File: config.mk
export PLATFORM = sky130hd
export DESIGN_NAME = dbl_link
export DESIGN_NICKNAME = d
export VERILOG_FILES = /design/src/rtl/dbl_pkg.sv /design/src/rtl/dbl_rst_sync.sv /design/src/rtl/dbl_irq.sv /design/src/rtl/dbl_endpoint.sv /design/src/rtl/dbl_link.sv
export SDC_FILE = /design/constraint.sdc
export NUM_CORES = 1
export LEC_CHECK = 0
export CAP_MARGIN = 20
export CORE_MARGIN = 2
export CORE_UTILIZATION = 40
export DETAILED_ROUTE_END_ITERATION = 6
export HOLD_SLACK_MARGIN = 0.15
export PLACE_DENSITY = 0.63
export SLEW_MARGIN = 20
export SYNTH_ARGS = -nofsm -noshare
export SYNTH_HDL_FRONTEND = slang
export SYNTH_SLANG_ARGS = --single-unit
File: constraint.sdc
create_clock -name clk -period 15.9 [get_ports clk]
set_clock_uncertainty 0.05 [all_clocks]
set_input_delay 4.77 -clock clk [delete_from_list [all_inputs] [get_ports clk]]
set_output_delay 4.77 -clock clk [all_outputs]
set_load 0.1 [all_outputs]
File: src/rtl/dbl_pkg.sv
package dbl_pkg;
  // word indices inside one side's register window (byte offset / 4)
  localparam int unsigned IDX_IN_MSG   = 0;
  localparam int unsigned IDX_IN_ACK   = 1;
  localparam int unsigned IDX_IN_DATA  = 2;
  localparam int unsigned IDX_OUT_MSG  = 4;
  localparam int unsigned IDX_OUT_DONE = 5;
  localparam int unsigned IDX_OUT_DATA = 6;
  localparam int unsigned IDX_STAT_OUT = 8;
  localparam int unsigned IDX_STAT_IN  = 9;
  localparam int unsigned IDX_CTRL     = 10;
  localparam int unsigned NUM_SRC      = 3;  // interrupt sources per side
endpackage

File: src/rtl/dbl_rst_sync.sv
module dbl_rst_sync #(
  parameter int unsigned STAGES = 2
) (
  input  logic clk,
  input  logic rst_n_i,
  output logic rst_n_o
);
  logic [STAGES-1:0] sync_q;

  always_ff @(posedge clk or negedge rst_n_i) begin
    if (!rst_n_i) sync_q <= '0;
    else          sync_q <= {sync_q[STAGES-2:0], 1'b1};
  end

  assign rst_n_o = sync_q[STAGES-1];
endmodule

File: src/rtl/dbl_irq.sv
module dbl_irq #(
  parameter int unsigned DW = 32,
  parameter int unsigned CW = 3
) (
  input  logic          in_busy,
  input  logic          done,
  input  logic [DW-1:0] stat_in,
  input  logic [CW-1:0] ctrl,
  output logic          irq
);
  logic [CW-1:0] src;

  always_comb begin
    src    = '0;
    src[0] = in_busy;
    src[1] = done;
    src[2] = |stat_in;
    irq    = |(src & ctrl);
  end
endmodule

File: src/rtl/dbl_endpoint.sv
module dbl_endpoint
  import dbl_pkg::*;
#(
  parameter int unsigned DW = 32,
  parameter int unsigned AW = 6,
  parameter int unsigned CW = 3
) (
  input  logic          clk,
  input  logic          rst_n,
  input  logic          wr_en,
  input  logic [AW-1:0] addr,
  input  logic [DW-1:0] wdata,
  output logic [DW-1:0] rdata,
  input  logic          peer_busy,
  input  logic          in_msg_vld,
  input  logic [DW-1:0] in_msg,
  input  logic [DW-1:0] in_data,
  input  logic          in_ack,
  input  logic          in_stat_vld,
  input  logic [DW-1:0] in_stat,
  output logic          out_msg_vld,
  output logic [DW-1:0] out_msg,
  output logic [DW-1:0] out_data,
  output logic          out_ack,
  output logic          out_stat_vld,
  output logic [DW-1:0] out_stat,
  output logic          busy,
  output logic          irq
);
  localparam int unsigned TOP = DW - 1;
  localparam int unsigned IW  = AW - 2;

  logic [IW-1:0] widx;
  logic          aligned;
  logic          wr_in_msg, wr_in_ack, wr_in_data, wr_out_msg, wr_out_done;
  logic          wr_out_data, wr_stat_out, wr_stat_in, wr_ctrl;

  assign widx    = addr[AW-1:2];
  assign aligned = (addr[1:0] == 2'b00);

  function automatic logic hit(input logic [IW-1:0] w, input int unsigned k);
    return w == IW'(k);
  endfunction

  always_comb begin
    wr_in_msg   = wr_en && aligned && hit(widx, IDX_IN_MSG);
    wr_in_ack   = wr_en && aligned && hit(widx, IDX_IN_ACK);
    wr_in_data  = wr_en && aligned && hit(widx, IDX_IN_DATA);
    wr_out_msg  = wr_en && aligned && hit(widx, IDX_OUT_MSG);
    wr_out_done = wr_en && aligned && hit(widx, IDX_OUT_DONE);
    wr_out_data = wr_en && aligned && hit(widx, IDX_OUT_DATA);
    wr_stat_out = wr_en && aligned && hit(widx, IDX_STAT_OUT);
    wr_stat_in  = wr_en && aligned && hit(widx, IDX_STAT_IN);
    wr_ctrl     = wr_en && aligned && hit(widx, IDX_CTRL);
  end

  // state
  logic [DW-1:0] in_msg_q, in_data_q, out_msg_q, out_data_q, stat_out_q, stat_in_q;
  logic          in_ack_q, out_done_q;
  logic [CW-1:0] ctrl_q;

  // next state and clock enables
  logic [DW-1:0] in_msg_d, out_msg_d, stat_in_d;
  logic          in_ack_d, out_done_d;
  logic          in_msg_en, in_ack_en, in_data_en, out_msg_en, out_done_en;
  logic          out_data_en, stat_out_en, stat_in_en, ctrl_en;

  always_comb begin
    // incoming message wins over the local busy clear
    in_msg_en   = in_msg_vld || (wr_in_msg && wdata[TOP]);
    in_msg_d    = in_msg_vld ? in_msg : {1'b0, in_msg_q[TOP-1:0]};
    in_ack_en   = in_msg_vld || (wr_in_ack && !wdata[TOP]);
    in_ack_d    = in_msg_vld;
    in_data_en  = in_msg_vld;
    // local message write wins over the incoming acknowledge
    out_msg_en  = wr_out_msg || in_ack;
    out_msg_d   = wr_out_msg ? wdata : {1'b0, out_msg_q[TOP-1:0]};
    out_done_en = in_ack || (wr_out_done && wdata[TOP]);
    out_done_d  = in_ack;
    out_data_en = wr_out_data;
    stat_out_en = wr_stat_out;
    stat_in_en  = in_stat_vld || wr_stat_in;
    stat_in_d   = in_stat_vld ? in_stat : wdata;
    ctrl_en     = wr_ctrl;
  end

  always_ff @(posedge clk or negedge rst_n) begin
    if (!rst_n) begin
      in_msg_q   <= '0;
      in_ack_q   <= 1'b0;
      in_data_q  <= '0;
      out_msg_q  <= '0;
      out_done_q <= 1'b0;
      out_data_q <= '0;
      stat_out_q <= '0;
      stat_in_q  <= '0;
      ctrl_q     <= '0;
    end else begin
      if (in_msg_en)   in_msg_q   <= in_msg_d;
      if (in_ack_en)   in_ack_q   <= in_ack_d;
      if (in_data_en)  in_data_q  <= in_data;
      if (out_msg_en)  out_msg_q  <= out_msg_d;
      if (out_done_en) out_done_q <= out_done_d;
      if (out_data_en) out_data_q <= wdata;
      if (stat_out_en) stat_out_q <= wdata;
      if (stat_in_en)  stat_in_q  <= stat_in_d;
      if (ctrl_en)     ctrl_q     <= wdata[CW-1:0];
    end
  end

  // crossing effects toward the peer
  always_comb begin
    out_msg_vld  = wr_out_msg && wdata[TOP];
    out_msg      = wdata;
    out_data     = out_data_q;
    out_ack      = wr_in_ack && !wdata[TOP] && peer_busy;
    out_stat_vld = wr_stat_out && (wdata != '0);
    out_stat     = wdata;
    busy         = out_msg_q[TOP];
  end

  // read mux
  always_comb begin
    rdata = '0;
    if (aligned) begin
      unique case (int'(widx))
        IDX_IN_MSG:   rdata = in_msg_q;
        IDX_IN_ACK:   rdata = {in_ack_q, {(DW-1){1'b0}}};
        IDX_IN_DATA:  rdata = in_data_q;
        IDX_OUT_MSG:  rdata = out_msg_q;
        IDX_OUT_DONE: rdata = {out_done_q, {(DW-1){1'b0}}};
        IDX_OUT_DATA: rdata = out_data_q;
        IDX_STAT_OUT: rdata = stat_out_q;
        IDX_STAT_IN:  rdata = stat_in_q;
        IDX_CTRL:     rdata = {{(DW-CW){1'b0}}, ctrl_q};
        default:      rdata = '0;
      endcase
    end
  end

  dbl_irq #(.DW(DW), .CW(CW)) u_irq (
    .in_busy (in_msg_q[TOP]),
    .done    (out_done_q),
    .stat_in (stat_in_q),
    .ctrl    (ctrl_q),
    .irq     (irq)
  );


  msg_land_chk: assert property (@(posedge clk) disable iff (!rst_n)
    in_msg_vld |=> (in_msg_q == $past(in_msg)) && in_ack_q && (in_data_q == $past(in_data)));


  ack_land_chk: assert property (@(posedge clk) disable iff (!rst_n)
    (in_ack && !wr_out_msg) |=> !out_msg_q[TOP] && out_done_q);


  done_hold_chk: assert property (@(posedge clk) disable iff (!rst_n)
    (out_done_q && !(wr_out_done && wdata[TOP])) |=> out_done_q);


  inbox_data_hold_chk: assert property (@(posedge clk) disable iff (!rst_n)
    !in_msg_vld |=> $stable(in_data_q));


  stat_land_chk: assert property (@(posedge clk) disable iff (!rst_n)
    in_stat_vld |=> (stat_in_q == $past(in_stat)));
endmodule

File: src/rtl/dbl_link.sv
module dbl_link #(
  parameter int unsigned DW = 32,
  parameter int unsigned AW = 6,
  parameter int unsigned CW = 3
) (
  input  logic          clk,
  input  logic          rst_n,
  input  logic          a_we,
  input  logic [AW-1:0] a_addr,
  input  logic [DW-1:0] a_wdata,
  output logic [DW-1:0] a_rdata,
  output logic          a_irq,
  input  logic          b_we,
  input  logic [AW-1:0] b_addr,
  input  logic [DW-1:0] b_wdata,
  output logic [DW-1:0] b_rdata,
  output logic          b_irq
);
  logic rst_n_s;

  dbl_rst_sync #(.STAGES(2)) u_rst (
    .clk(clk), .rst_n_i(rst_n), .rst_n_o(rst_n_s)
  );

  logic          a2b_msg_vld, b2a_msg_vld, a2b_ack, b2a_ack;
  logic          a2b_stat_vld, b2a_stat_vld, a_busy, b_busy;
  logic [DW-1:0] a2b_msg, b2a_msg, a2b_data, b2a_data, a2b_stat, b2a_stat;

  dbl_endpoint #(.DW(DW), .AW(AW), .CW(CW)) u_side_a (
    .clk(clk), .rst_n(rst_n_s),
    .wr_en(a_we), .addr(a_addr), .wdata(a_wdata), .rdata(a_rdata),
    .peer_busy(b_busy),
    .in_msg_vld(b2a_msg_vld), .in_msg(b2a_msg), .in_data(b2a_data),
    .in_ack(b2a_ack), .in_stat_vld(b2a_stat_vld), .in_stat(b2a_stat),
    .out_msg_vld(a2b_msg_vld), .out_msg(a2b_msg), .out_data(a2b_data),
    .out_ack(a2b_ack), .out_stat_vld(a2b_stat_vld), .out_stat(a2b_stat),
    .busy(a_busy), .irq(a_irq)
  );

  dbl_endpoint #(.DW(DW), .AW(AW), .CW(CW)) u_side_b (
    .clk(clk), .rst_n(rst_n_s),
    .wr_en(b_we), .addr(b_addr), .wdata(b_wdata), .rdata(b_rdata),
    .peer_busy(a_busy),
    .in_msg_vld(a2b_msg_vld), .in_msg(a2b_msg), .in_data(a2b_data),
    .in_ack(a2b_ack), .in_stat_vld(a2b_stat_vld), .in_stat(a2b_stat),
    .out_msg_vld(b2a_msg_vld), .out_msg(b2a_msg), .out_data(b2a_data),
    .out_ack(b2a_ack), .out_stat_vld(b2a_stat_vld), .out_stat(b2a_stat),
    .busy(b_busy), .irq(b_irq)
  );


  ack_gate_chk: assert property (@(posedge clk) disable iff (!rst_n_s)
    (!a_busy && !a_we) |=> !a_busy);
endmodule

# --- Word level (Yosys, flattened, before mapping) ---
# Cells that the tools add are included.
# Widths: inputs -> output; s select.
classes:
  n_eq_ne: 16
  n_mux: 10
  bitwise_logic: 2
  reduce_logical: 56
ops:
  columns: ["cell", "count"]
  rows:
  - ["$pmux 32 s9", 2]
  - ["$mux 32", 8]
  - ["$reduce_bool 32->1", 2]
  - ["$reduce_or 32->1", 2]
  - ["$logic_and 1x1->1", 30]
  - ["$eq 4x3->1 const B", 6]
  - ["$eq 4x4->1 const B", 6]
  - ["$logic_or 1x1->1", 10]
  - ["$eq 4x1->1 const B", 2]
  - ["$eq 4x2->1 const B", 2]
  - ["$logic_not 4->1", 2]
  - ["$reduce_and 2->1", 4]
  - ["$and 3x3->3", 2]
  - ["$reduce_or 3->1", 2]
  - ["$logic_not 2->1", 2]
  - ["$logic_not 1->1", 2]
totals:
  regBits: 396
  input_bits: 80
  out_inout_bits: 66

# --- Longest topological paths before layout ---
depth:
  ltp_word: 7
  ltp_mapped: 8

# --- By module ---
# A second synthesis with hierarchy kept.
unflattened:
  cells_unflattened: 1721
  hier_area_um2: 19812.8
by_module_without_submodules:
  columns: ["module", "instances", "cells_per_inst", "area_each_um2", "seq_area_each_um2"]
  rows:
  - ["dbl_endpoint", 2, 846, 9794.4, 4929.7]
  - ["dbl_irq", 2, 13, 85.1, 0.0]
  - ["dbl_rst_sync", 1, 3, 53.8, 50.0]

# --- Worst setup path after synthesis ---
# No wires, ideal clock.
synth_path:
  path_type: "input to output"
  startpoint: "in b_addr[5]"
  endpoint: "out b_rdata[18]"
  t_arrival_ns: 7.542
  required_ns: 11.080
  setup_slack_ns: 3.538
  cell_stages: 7
  path_buffers: 3
  cell_sequence: "buf_2 and2b_1 and2_1 clkbuf_1 clkbuf_1 a22oi_1 a31oi_1"
synth_via:
  elab_chain_cells: 3
  word_cells_on_any_way: 11
  cone_classes: "eq/ne: 8; mux: 2; reduce/logical: 1"
synth_lines:
  columns: ["item", "line", "text"]
  rows:
  - ["from (decl)", "dbl_link.sv:14", "input logic [AW-1:0] b_addr,"]
  - ["$eq 4x4->1 (tied with other cells)", "dbl_endpoint.sv:126", "unique case (int'(widx))"]
  - ["$pmux 32 s9 *", "dbl_endpoint.sv:126", null]
  - ["$mux 32 *", "dbl_endpoint.sv:125", "if (aligned) begin"]
  - ["to (decl)", "dbl_link.sv:16", "output logic [DW-1:0] b_rdata,"]
# Every way passes the cells marked *; elsewhere a longest branch is shown, timed or not.

# --- Worst setup path after layout ---
layout_path:
  startpoint: "in b_addr[5]"
  endpoint: "out b_rdata[1]"
# The elaborated chain is that of the path after synthesis.

==> Flow_metrics.wiki <==
{| class="wikitable"
! Metric !! Value
|-
| Run status || finished clean
|-
| Most common cell after layout, fill and taps aside || dfrtp_1
|-
| Depth of the worst register-to-register path || 2
|-
| Number of enable flip-flop cells after synthesis || 0
|-
| Remaining Overflow, GRT || 0
|-
| Placement row count || 78
|-
| Largest net degree at the start of global routing || 174
|-
| Final RePlAce weighted congestion || 0.895
|-
| Net load switching power || 684 uW
|-
| Number of H-tree branching levels || 2
|-
| Final period utilization || 88.0%
|-
| Setup repair after global routing missed its margin || false
|-
| Cells resized by post-CTS repair || 0
|-
| Final setup violating endpoints || 0
|-
| Clock-pin slew reported for the worst setup and hold paths after clock tree synthesis || 60 ps
|-
| Worst Hold Depth || 0
|-
| Largest stage delay on the critical path || 1170 ps
|-
| Antenna Violating Nets Remaining || 0
|-
| DRC viols || 0
|-
| Area added between synthesis and finish || 19.9%
|-
| Final worst path period need || 14000 ps
|-
| Initial core utilization || 40.3%
|-
| Most common cell on crit path || clkdlybuf4s50_1
|-
| Count of cell types in the netlist || 49
|-
| Number of failing hold endpoints at the final stage || 0
|-
| Highest ir drop seen on vdd || 0.0000705 V
|-
| Leakage || 0.0102 uW
|-
| Port bufs || 145
|-
| Net count of the finished layout || 1747
|-
| Max-Cap Viols || 0
|-
| Final worst setup slack || 1900 ps
|-
| Class of the tightest hold or removal check || register to register
|-
| Pwr dens || 118 nW/um^2
|-
| Most used flip-flop cell after synthesis || dfrtp_1
|-
| Number of buffers on the longest clock path || 3
|-
| Vias/cell || 6.10
|-
| Worst reg2reg startpoint || u_rst.sync_q[1]
|-
| Relative slew margins || 20.7%
|-
| Routed wirelength normalized by instance count || 28.0 um
|-
| Data required time of the critical path || 11080 ps
|-
| Number of global-route vias before repair || 13900
|-
| Share of synthesized area occupied by flip-flops and latches || 54.4%
|-
| Final Slew Violations || 0
|-
| Number of iterations in the first detailed-routing pass || 6
|-
| Syn. warnings || 0
|-
| Post-Route Setup TNS || 0 ps
|-
| Worst slack at placement || 1880 ps
|-
| Total number of vias || 14000
|-
| Die footprint || 47300 um^2
|-
| Mapped Area || 18200 um^2
|-
| Wire length of the first global-routing pass || 94800 um
|-
| Fraction of final layout cells sized beyond drive strength 1 || 25.7%
|-
| Number of buffers created by CTS || 43
|-
| I/O Pins || 146
|-
| Cell Chain, Critical Path || clkdlybuf4s50_1 -> and2b_1 -> and2_2 -> a222oi_1 -> a31oi_1 -> clkdlybuf4s50_1
|-
| Relative contribution of the clock network to total power || 40.7%
|-
| FF-to-FF End || u_side_b.stat_in_q[25]
|-
| Fraction of power consumed by combinational cells || 11.7%
|-
| Maximum operating frequency || 71.4 MHz
|-
| Start point of the worst hold path || u_rst.sync_q[0]
|-
| Starting DRT DRC Count || 1461
|-
| Mean cell area of the mapped netlist || 11.8 um^2
|-
| Number of antenna violations at the first check in global routing || 3
|-
| Number of filler instances in the final layout || 4019
|-
| Synthesized net count || 1628
|-
| Wire length reported by the detailed router || 64400 um
|-
| Max FO, Critical Path || 33
|-
| Least-Margin Pin Slew || 1190 ps
|-
| Core Region || 45200 um^2
|-
| Clk_lat worst skew || 570 ps
|-
| Crit path arrival time || 9180 ps
|-
| Switching Fraction || 26.5%
|-
| Slowest stage cell, crit path || clkdlybuf4s50_1
|-
| DIE HEIGHT || 217 um
|-
| CTS tree || yes
|-
| Top library cells by usage in the layout, fill and taps aside || dfrtp_1 (395), mux2_2 (289), nand2_1 (241)
|-
| Horizontal die dimension || 217 um
|-
| Count of mapped cells out of synthesis || 1548
|-
| FFs w/ async S/R, synth || 100%
|-
| Register-to-register setup slack || 13700 ps
|-
| Clock root buffer || clkbuf_16
|-
| Start-to-end type of the worst setup path || input port to output pin
|-
| Global Route Usage Sum || 27.2%
|-
| Startpoint kind of the worst setup timing path || input port
|-
| Total of flip-flops plus latches after synthesis || 396
|-
| Post-detail-place hpwl || 41700 um
|-
| Hold worst-path end || u_rst.sync_q[1]
|-
| Flop pwr share || 47.5%
|-
| Num Clock Sinks || 396
|-
| Capturing element type of the critical path || output pin
|-
| Internal power || 1890 uW
|}
[repair_timing]
item / in CTS / in global routing
setup buffers: 0 / 0
hold endpoints to repair: 11 / 0
hold buffers: 1 / 0
setup endpoints to repair: 0 / 0
[how the worst max path moves through the flow]
stage | startpoint | to | slack, ps | cells past startpoint
5_1_grt | b_addr[5] | b_rdata[1] | 1730 | 6
6_report | b_addr[5] | b_rdata[1] | 1900 | 6
4_1_cts | b_addr[5] | b_rdata[1] | 1880 | 6
3_5_place_dp | b_addr[5] | b_rdata[1] | 1880 | 6
3_3_place_gp | b_addr[5] | b_rdata[1] | 1950 | 6
2_1_floorplan | b_addr[5] | b_rdata[18] | 3540 | 7
[cell families (layout without fill, tap and decap cells)]
family / count (synthesis) / after routing / share of synthesized area (%)
buffers and inverters: 115 / 266 / 2.73
and+or+nand+nor: 374 / 374 / 9.36
other: 1 / 2 / 0.0206
muxes: 369 / 369 / 22.3
DFF: 396 / 396 / 54.4
AOI/OAI and AO/OA: 293 / 293 / 11.2
[sequential cells by signal, indices dropped and copies added, names as in the netlist]
signal               cells
u_side_a.stat_out_q     32
u_side_b.stat_in_q      32
u_side_a.in_msg_q       32
u_side_a.out_data       32
u_side_b.in_msg_q       32
u_side_b.out_data       32
u_side_b.ctrl_q          3
u_side_a.out_msg_q      32
u_side_a.in_ack_q        1
u_side_b.out_done_q      1
u_side_a.stat_in_q      32
u_rst.sync_q             2
u_side_b.stat_out_q     32
u_side_b.out_msg_q      32
u_side_a.ctrl_q          3
u_side_b.in_ack_q        1
u_side_a.in_data_q      32
u_side_b.in_data_q      32
u_side_a.out_done_q      1
[power by group through the flow]
stage / registers, uW / clock network [uW] / logic [uW]
floorplan: 1220 / 0 / 184
global placement: 1240 / 0 / 293
detailed placement: 1240 / 0 / 300
CTS: 1220 / 1060 / 302
global route: 1240 / 1110 / 327
finish: 1230 / 1050 / 302
[layer usage]
layer  part of all wire, %  GRT usage [%]  up-vias
li1                      -              -     5927
met4                   3.4           9.20        2
met5                 0.020              0        -
met3                   7.8           4.77      130
met2                    46           42.7      648
met1                    43           38.1     7320
[metrics by stage]
stage	hold slack (ps)	total power [uW]	instances	utilization [%]	instance area [um^2]
6_report	299	2580	2300	48.4	21800
5_1_grt	314	2670	2299	48.3	21800
4_1_cts	302	2580	2299	48.3	21800
3_5_place_dp	131	1540	2221	45.0	20300
3_3_place_gp	125	1530	2221	45.0	20300
2_1_floorplan	281	1400	1548	-	18200
[synth_stat cells, drive strengths merged (4+ instances only)]
master / count / area [um^2]
dfrtp: 396 / 9910
mux2: 294 / 3310
nand2: 247 / 927
a22oi: 99 / 743
mux2i: 75 / 751
clkbuf: 65 / 244
o21ai: 52 / 260
buf: 47 / 243
a31oi: 38 / 238
nor4: 36 / 231
a22o: 34 / 298
a21oi: 30 / 150
nor2: 28 / 105
a221oi: 24 / 210
nor2b: 10 / 62.6
nand3: 9 / 50.1
nand4: 9 / 56.3
and2: 7 / 43.8
a222oi: 5 / 50.1
nor3b: 5 / 52.6
nor3: 4 / 20.0
[worst max-delay path, delay by kind of cell]
kind                   cells  cell delay, ps
AO/OA/AOI/OAI              2             540
buffers and inverters      2            2020
AND/OR/NAND/NOR            2            1830
[cell type report]
| class | instances | area (um^2) | area share [%] |
|---|---|---|---|
| diodes | 1 | 2.50 | 0.0115 |
| clock buffers | 58 | 1240 | 5.69 |
| clock inverters | 19 | 238 | 1.09 |
| inverters | 3 | 11.3 | 0.0515 |
| multi-input cells | 1037 | 7930 | 36.3 |
| flip-flops and latches | 396 | 9910 | 45.4 |
| well taps | 600 | 751 | 3.44 |
| repair buffers | 186 | 1760 | 8.07 |
(Power assumes the default switching activity.)
